File: src/rtl/tbw_pkg.sv
package tbw_pkg;
  localparam int unsigned CNT_W  = 13;
  localparam int unsigned CAP_W  = 8;
  // control byte bit positions
  localparam int unsigned B_TBSEL = 0;
  localparam int unsigned B_TBIE  = 1;
  localparam int unsigned B_TBF   = 2;
  localparam int unsigned B_CAPIE = 3;
  localparam int unsigned B_CAPF  = 4;
  localparam int unsigned B_WEN   = 5;
  localparam int unsigned B_WDLY  = 6;
endpackage

File: src/rtl/tbw_timebase.sv
module tbw_timebase #(
  parameter int unsigned PRESC = 32,
  parameter int unsigned PER_A = 250,
  parameter int unsigned PER_B = 500,
  parameter int unsigned CNT_W = 13
) (
  input  logic             clk_i,
  input  logic             rst_ni,
  input  logic             halt_i,
  input  logic             sel_long_i,
  output logic [CNT_W-1:0] cnt_o,
  output logic             period_end_o
);
  localparam int unsigned PS_W  = (PRESC > 1) ? $clog2(PRESC) : 1;
  localparam int unsigned PER_W = $clog2(PER_B + 1);

  logic [PS_W-1:0]  psc_q;
  logic [PER_W-1:0] per_q;
  logic [CNT_W-1:0] cnt_q;
  logic [PER_W-1:0] lim;
  logic             tick;

  assign tick         = !halt_i && (psc_q == PS_W'(PRESC - 1));
  assign lim          = sel_long_i ? PER_W'(PER_B - 1) : PER_W'(PER_A - 1);
  // >= so that shortening the period mid-way still ends it
  assign period_end_o = tick && (per_q >= lim);
  assign cnt_o        = cnt_q;

  always_ff @(posedge clk_i or negedge rst_ni) begin
    if (!rst_ni) begin
      psc_q <= '0;
      per_q <= '0;
      cnt_q <= '0;
    end else if (!halt_i) begin
      psc_q <= (psc_q == PS_W'(PRESC - 1)) ? '0 : psc_q + 1'b1;
      if (tick) begin
        cnt_q <= cnt_q + 1'b1;
        per_q <= period_end_o ? '0 : per_q + 1'b1;
      end
    end
  end
endmodule

File: src/rtl/tbw_capture.sv
module tbw_capture #(
  parameter int unsigned CAP_W = 8,
  parameter int unsigned SYNC  = 2
) (
  input  logic             clk_i,
  input  logic             rst_ni,
  input  logic             pin_i,
  input  logic [CAP_W-1:0] cnt_lo_i,
  output logic             edge_o,
  output logic [CAP_W-1:0] cap_o
);
  logic [SYNC:0] sh_q;

  assign edge_o = sh_q[SYNC-1] && !sh_q[SYNC];

  always_ff @(posedge clk_i or negedge rst_ni) begin
    if (!rst_ni) begin
      sh_q  <= '0;
      cap_o <= '0;
    end else begin
      sh_q <= {sh_q[SYNC-1:0], pin_i};
      if (edge_o) cap_o <= cnt_lo_i;
    end
  end
endmodule

File: src/rtl/tbw_watchdog.sv
module tbw_watchdog (
  input  logic clk_i,
  input  logic rst_ni,
  input  logic en_i,
  input  logic refresh_i,
  input  logic period_end_i,
  output logic dly_o,
  output logic rst_req_o
);
  always_ff @(posedge clk_i or negedge rst_ni) begin
    if (!rst_ni) begin
      dly_o     <= 1'b0;
      rst_req_o <= 1'b0;
    end else begin
      rst_req_o <= period_end_i && en_i && !dly_o;
      if (refresh_i)         dly_o <= 1'b1;
      else if (period_end_i) dly_o <= 1'b0;
    end
  end
endmodule

File: src/rtl/tbw_top.sv
module tbw_top
  import tbw_pkg::*;
#(
  parameter int unsigned PRESC = 32,
  parameter int unsigned PER_A = 250,
  parameter int unsigned PER_B = 500
) (
  input  logic       clk_i,
  input  logic       rst_ni,
  input  logic       halt_i,
  input  logic       pin_cap_i,
  input  logic       reg_sel_i,
  input  logic       reg_we_i,
  input  logic       reg_re_i,
  input  logic [7:0] reg_wdata_i,
  output logic [7:0] reg_rdata_o,
  output logic       tb_irq_o,
  output logic       cap_irq_o,
  output logic       wdg_rst_o
);
  logic [CNT_W-1:0] cnt;
  logic [CAP_W-1:0] cap_val;
  logic period_end, cap_edge, wdg_dly;
  logic tb_sel_q, tb_ie_q, cap_ie_q, wdg_en_q, tb_flag_q, cap_flag_q;
  logic wr_ctl, rd_ctl, rd_cap;

  assign wr_ctl = reg_we_i && !reg_sel_i;
  assign rd_ctl = reg_re_i && !reg_sel_i;
  assign rd_cap = reg_re_i &&  reg_sel_i;

  tbw_timebase #(.PRESC(PRESC), .PER_A(PER_A), .PER_B(PER_B), .CNT_W(CNT_W)) u_tb (
    .clk_i, .rst_ni, .halt_i,
    .sel_long_i   (tb_sel_q),
    .cnt_o        (cnt),
    .period_end_o (period_end)
  );

  tbw_capture #(.CAP_W(CAP_W), .SYNC(2)) u_cap (
    .clk_i, .rst_ni,
    .pin_i    (pin_cap_i),
    .cnt_lo_i (cnt[CAP_W-1:0]),
    .edge_o   (cap_edge),
    .cap_o    (cap_val)
  );

  tbw_watchdog u_wdg (
    .clk_i, .rst_ni,
    .en_i         (wdg_en_q),
    .refresh_i    (wr_ctl && reg_wdata_i[B_WDLY]),
    .period_end_i (period_end),
    .dly_o        (wdg_dly),
    .rst_req_o    (wdg_rst_o)
  );

  always_ff @(posedge clk_i or negedge rst_ni) begin
    if (!rst_ni) begin
      tb_sel_q   <= 1'b0;
      tb_ie_q    <= 1'b0;
      cap_ie_q   <= 1'b0;
      wdg_en_q   <= 1'b0;
      tb_flag_q  <= 1'b0;
      cap_flag_q <= 1'b0;
    end else begin
      if (wr_ctl) begin
        tb_sel_q <= reg_wdata_i[B_TBSEL];
        tb_ie_q  <= reg_wdata_i[B_TBIE];
        cap_ie_q <= reg_wdata_i[B_CAPIE];
        wdg_en_q <= reg_wdata_i[B_WEN];
      end
      if (period_end)  tb_flag_q <= 1'b1;
      else if (rd_ctl) tb_flag_q <= 1'b0;
      if (cap_edge)    cap_flag_q <= 1'b1;
      else if (rd_cap) cap_flag_q <= 1'b0;
    end
  end

  always_comb begin
    reg_rdata_o = '0;
    if (reg_sel_i) begin
      reg_rdata_o = cap_val;
    end else begin
      reg_rdata_o[B_TBSEL] = tb_sel_q;
      reg_rdata_o[B_TBIE]  = tb_ie_q;
      reg_rdata_o[B_TBF]   = tb_flag_q;
      reg_rdata_o[B_CAPIE] = cap_ie_q;
      reg_rdata_o[B_CAPF]  = cap_flag_q;
      reg_rdata_o[B_WEN]   = wdg_en_q;
      reg_rdata_o[B_WDLY]  = wdg_dly;
    end
  end

  assign tb_irq_o  = tb_flag_q && tb_ie_q;
  assign cap_irq_o = cap_flag_q && cap_ie_q;
endmodule

File: config.mk
export PLATFORM = sky130hd
export DESIGN_NAME = tbw_top
export DESIGN_NICKNAME = d
export VERILOG_FILES = /design/src/rtl/tbw_pkg.sv /design/src/rtl/tbw_timebase.sv /design/src/rtl/tbw_capture.sv /design/src/rtl/tbw_watchdog.sv /design/src/rtl/tbw_top.sv
export SDC_FILE = /design/constraint.sdc
export NUM_CORES = 1
export LEC_CHECK = 0
export BUFFER_PORTS_ARGS = -buffer_cell sky130_fd_sc_hd__clkbuf_2
export CELL_PAD_IN_SITES_DETAIL_PLACEMENT = 0
export CELL_PAD_IN_SITES_GLOBAL_PLACEMENT = 1
export CORE_UTILIZATION = 48
export DETAILED_ROUTE_END_ITERATION = 12
export PLACE_DENSITY_LB_ADDON = 0.3
export SYNTH_ARGS = -nofsm -noshare
export SYNTH_HDL_FRONTEND = slang
export SYNTH_SLANG_ARGS = --single-unit
File: constraint.sdc
create_clock -name clk_i -period 3.7 [get_ports clk_i]
set_clock_uncertainty 0.15 [all_clocks]
set_input_delay 0.185 -clock clk_i [delete_from_list [all_inputs] [get_ports clk_i]]
set_output_delay 0.185 -clock clk_i [all_outputs]
set_load 0.05 [all_outputs]
**After elaboration in Yosys (flattened, before gate mapping)**

Cells that the tools add are included.

- Flip-flop bits (word level): 46
- Bits of input ports: 15
- Output and inout port bits: 11
- Logic and storage cells: 49

- $add $sub $neg: 3
- Order comparisons: 1
- Equal/unequal tests: 1
- Mux-type cells: 11
- Bitwise operators: 1
- Reductions and logical operators: 19

Operator list:

| cell | number |
|---|---|
| $mux W9 | 2 |
| $add A13 B1 Y13 const B | 1 |
| $logic_and A1 B1 Y1 | 11 |
| $add A9 B1 Y9 const B | 1 |
| $ge A9 B9 Y1 | 1 |
| $mux W1 | 7 |
| $mux W7 | 1 |
| $reduce_bool A2 Y1 | 3 |
| $add A5 B1 Y5 const B | 1 |
| $eq A5 B5 Y1 const B | 1 |
| $mux W5 | 1 |
| $logic_not A1 Y1 | 4 |
| $reduce_and A2 Y1 | 1 |
| $not A1 Y1 | 1 |

**Depth between registers and ports, before layout**

- Depth in word-level cells: 5
- Gate-level depth with buffers: 7
- Gate-level depth less buffers: 7

**Hierarchy**

From an unflattened synthesis, not the netlist that was laid out.

- Cell total of the unflattened synthesis: 186
- Area total of the unflattened synthesis: 2,248.4 um2

By module, submodules not included:

| module | times used | cells each | area an instance (um2) | seq. area each (um2) |
|---|---|---|---|---|
| tbw_timebase | 1 | 132 | 1,373.8 | 675.6 |
| tbw_capture | 1 | 21 | 429.2 | 275.3 |
| tbw_top | 1 | 27 | 376.6 | 150.1 |
| tbw_watchdog | 1 | 6 | 68.8 | 50.0 |

**Least setup slack after synthesis**

No wires, ideal clock.

- Path type: flip-flop to flip-flop
- From: register u_tb.psc_q[0]
- To: register u_tb.cnt_q[6], in the netlist u_tb.cnt_o[6]
- Setup time: 0.123 ns
- Arrival time: 1.675 ns
- Data required time: 3.427 ns
- Path slack: 1.753 ns
- Cell stages (with the launch flop): 8
- Path buffers: 0
- Clock period less this slack: 1.947 ns
- Cell sequence: dfrtp_1 ha_1 and3_1 ha_1 and2b_2 nand4_1 or2_1 xnor2_1

- Word-level cells in the longest chain between the ends: 3

RTL lines:

| item | line | source |
|---|---|---|
| from (decl) | tbw_timebase.sv:17 | `logic [PS_W-1:0] psc_q;` |
| from (signal assigned) | tbw_timebase.sv:35 | `psc_q <= (psc_q == PS_W'(PRESC - 1)) ? '0 : psc_q + 1'b1;` |
| $eq A5 B5 Y1 | tbw_timebase.sv:23 | `assign tick = !halt_i && (psc_q == PS_W'(PRESC - 1));` |
| $logic_and A1 B1 Y1 | tbw_timebase.sv:23 |  |
| $reduce_and A2 Y1 (no source line) | - |  |
| to (signal assigned) | tbw_timebase.sv:37 | `cnt_q <= cnt_q + 1'b1;` |
| to (decl) | tbw_timebase.sv:19 | `logic [CNT_W-1:0] cnt_q;` |

Every way passes these cells.
A chain may end at the register's enable or synchronous reset.

**Final worst setup path**

- From: register tb_sel_q
- To: register u_tb.per_q[4]

- Word-level cells in the longest chain between the ends: 4

RTL lines:

| item | line | source |
|---|---|---|
| from (decl) | tbw_top.sv:24 | `logic tb_sel_q, tb_ie_q, cap_ie_q, wdg_en_q, tb_flag_q, cap_flag_q;` |
| from (signal assigned) | tbw_top.sv:65 | `tb_sel_q <= reg_wdata_i[B_TBSEL];` |
| $mux W9 | tbw_timebase.sv:24 | `assign lim = sel_long_i ? PER_W'(PER_B - 1) : PER_W'(PER_A - 1);` |
| $ge A9 B9 Y1 | tbw_timebase.sv:26 | `assign period_end_o = tick && (per_q >= lim);` |
| $logic_and A1 B1 Y1 | tbw_timebase.sv:26 |  |
| $mux W9 | tbw_timebase.sv:38 | `per_q <= period_end_o ? '0 : per_q + 1'b1;` |
| to (signal assigned) | tbw_timebase.sv:38 |  |
| to (decl) | tbw_timebase.sv:18 | `logic [PER_W-1:0] per_q;` |

Every way passes these cells.

==> reports/metrics.csv <==
stage,metric,value,unit
layout,layout.nets,220,
min_path,hold_class,input port to flop,
critical_path,critPathMaxFanout,9,
critical_path,crit_type,flop to flop,
synthesis,synth_cell_types,35,
floorplan,core_area,0.00374,mm^2
layout,utilization,59.5,%
floorplan,io-pin-count,26,
cts,cts.clk_slew.worst_paths,0.07,ns
route,num_vias,1328,
critical_path,cp-start-kind,flop,
cts,h-tree-depth,2,
timing,fmax,0.450,GHz
pwr,p_per_area,513,mW/mm^2
critical_path,cpPeakStageDelay,0.43,ns
synthesis,synth_edf_count,0,
cts,cts_buffer_depth,2,
synthesis,ys.flop_type,dfrtp_1,
global_route,gr-usage-all-layers,18.3,%
layout,drive_gt1_share,27.8,%
synthesis,syn_nets,189,
timing,slew_viol_final,0,
cts,clock-sinks,41,
synthesis,synth_cells,167,
route,drt_iter0_markers,68,
layout,layout_commonest_cell,dfrtp_1,
timing,worst_hold_slack,0.0210,ns
synthesis,synthArstFlopShare,100,%
timing,post-route-period-util,60.0,%
floorplan,initial_core_util,51.0,%
critical_path,cp_top_family,compound AO/OA/AOI/OAI gates,
synthesis,ys_seq_area_share,53.7,%
layout,syn2layout_area_growth,16.6,%
pwr,p_leak,0.00108,uW
route,wl_per_cell,13.3,um
critical_path,slowest_stage,o31a_1,
placed_design,dp.final_hpwl,2.31,mm
global_route,grt_overflow,0,
timing,hold_viol,0,
placed_design,gp_congestion,0.728,
global_route,antenna_found_initial,0,
layout,final_cell_mix,"dfrtp_1, nand2_1, clkbuf_2",
pwr,vdd_drop_max,0.388,mV
route,vias_per_cell,5.40,
outcome,outcome,completed,
placed_design,io_buffers,22,
floorplan,die_h,65.1,um
flow_run,drv_cap,0,
critical_path,path_cells,inv_1 > ha_1 > a2111oi_1 > o31a_1 > nand2_4 > o311ai_1,
layout,regArea,0.00103,mm^2
cts,post-cts-setup-buffers,0,
cts,hold_buffers,7,
critical_path,crit_required,3.73,ns
route,route.detailed.drc,0,
timing,slew_headroom,34.5,%
route,drt_wl_total,3.27,mm
synthesis,synth-seq-cells,41,
timing,tightest_slew,0.982,ns
critical_path,arrival,2.25,ns
layout,multi_input_area,837,um^2
synthesis,synth_area,0.00191,mm^2
cts,cts_root_buf,clkbuf_8,
cts,clock_latency,0.29,ns
cts,cts.repair.resized,0,
route,drt-pass1-iter-count,4,
synthesis,avgSynthCellArea,11.4,um^2
floorplan,fp.dieArea,0.00423,mm^2
route,postRouteAntennaNets,0,
floorplan,rows,22,
global_route,grt_pass1_wl,5.85,mm
timing,period_minus_slack,2.22,ns
layout,fillerInstances,314,
global_route,grt_max_degree,42,
floorplan,chipWidth,65.1,um
layout,n_antenna_cell,0,
global_route,grt_pass1_vias,1344,
timing,rsz0062_at_grt,false,
cts,cts_tree,done,
cts,numCtsBuffers,5,
timing,fin_setup_tns,0,ns
synthesis,yosys_warnings,0,
critical_path,worstSetupEndpointType,flop,
critical_path,path_buf_inv,1,
timing,finalSetupViolations,0,
[sequential cells by signal, indices dropped and copies added (netlist names), 3 cells and up]
name / flops
u_tb.cnt_o: 8
u_tb.psc_q: 5
u_cap.sh_q: 3
u_tb.per_q: 9
u_cap.cap_o: 8
[final timing paths]
| check | start | to | slack [ns] | cells past startpoint |
|---|---|---|---|---|
| setup reg to reg | tb_sel_q | u_tb.per_q[4] | 1.48 | 6 |
| max in group asynchronous | rst_ni | u_tb.psc_q[4] | 2.36 | 2 |
| hold reg to reg | u_cap.sh_q[0] | u_cap.sh_q[1] | 0.20 | 0 |
| min in group asynchronous | rst_ni | u_cap.cap_o[6] | 0.44 | 2 |
| hold / removal | reg_re_i | cap_flag_q | 0.02 | 4 |
| setup / recovery | tb_sel_q | u_tb.per_q[4] | 1.48 | 6 |
[stage by stage]
stage	setup slack [ns]	cell area [um^2]	instances	power (uW)
after global routing	1.24	2230	246	1220
final	1.48	2230	246	1140
after detailed placement	1.53	2050	232	809
after floorplan	1.75	1910	167	742
after CTS	1.47	2230	246	1160
after global placement	1.51	2050	232	793
[final cells by class]
cell class	count	share of cell area (%)
sequential	41	46.1
multi-input combinational	116	37.6
timing repair buffer	29	8.09
clock buffer	5	3.09
tap	48	2.70
clock inverter	2	1.57
inverter	5	0.843
[cells in the mapped netlist, drive strengths merged, types with 3 or more instances]
cell type  count  area, um^2
dfrtp         41        1030
and2           3        18.8
nand3          9        45.0
nor2           6        22.5
xnor2          7        61.3
nand4          3        18.8
inv            5        18.8
nand2b         3        33.8
nor3           3        15.0
o311ai         3        33.8
ha             7        87.6
clkbuf         3        11.3
o21ai          9        45.0
nand2         26         105
mux2          20         225
[logic make-up after synthesis]
logic type	share of synthesized area, %
adder cells (fa/ha/maj)	4.59
AO/OA/AOI/OAI	6.88
AND/OR/NAND/NOR	16.4
buffers and inverters	2.42
multiplexers	11.8
XOR/XNOR	4.13
flip-flops	53.7
[power breakdown]
part	internal, uW	switching [uW]	leakage (uW)
Combinational	98.2	133	0.000520
Sequential	514	58.7	0.000510
Clock	196	142	0.0000540
Total	808	334	0.00108
[worst min-delay path, delay by kind of cell]
kind | cells | cell delay, ns
buffers and inverters | 1 | 0.09
AND/OR/NAND/NOR | 3 | 0.15
[metal layers]
layer	track usage (%)	vias up	wire, um
met5	0	-	0
met2	32.0	34	1560
met4	6.52	0	29
li1	-	637	-
met3	3.70	4	130
met1	22.2	653	1550
Power figures use the tool's default switching activity.
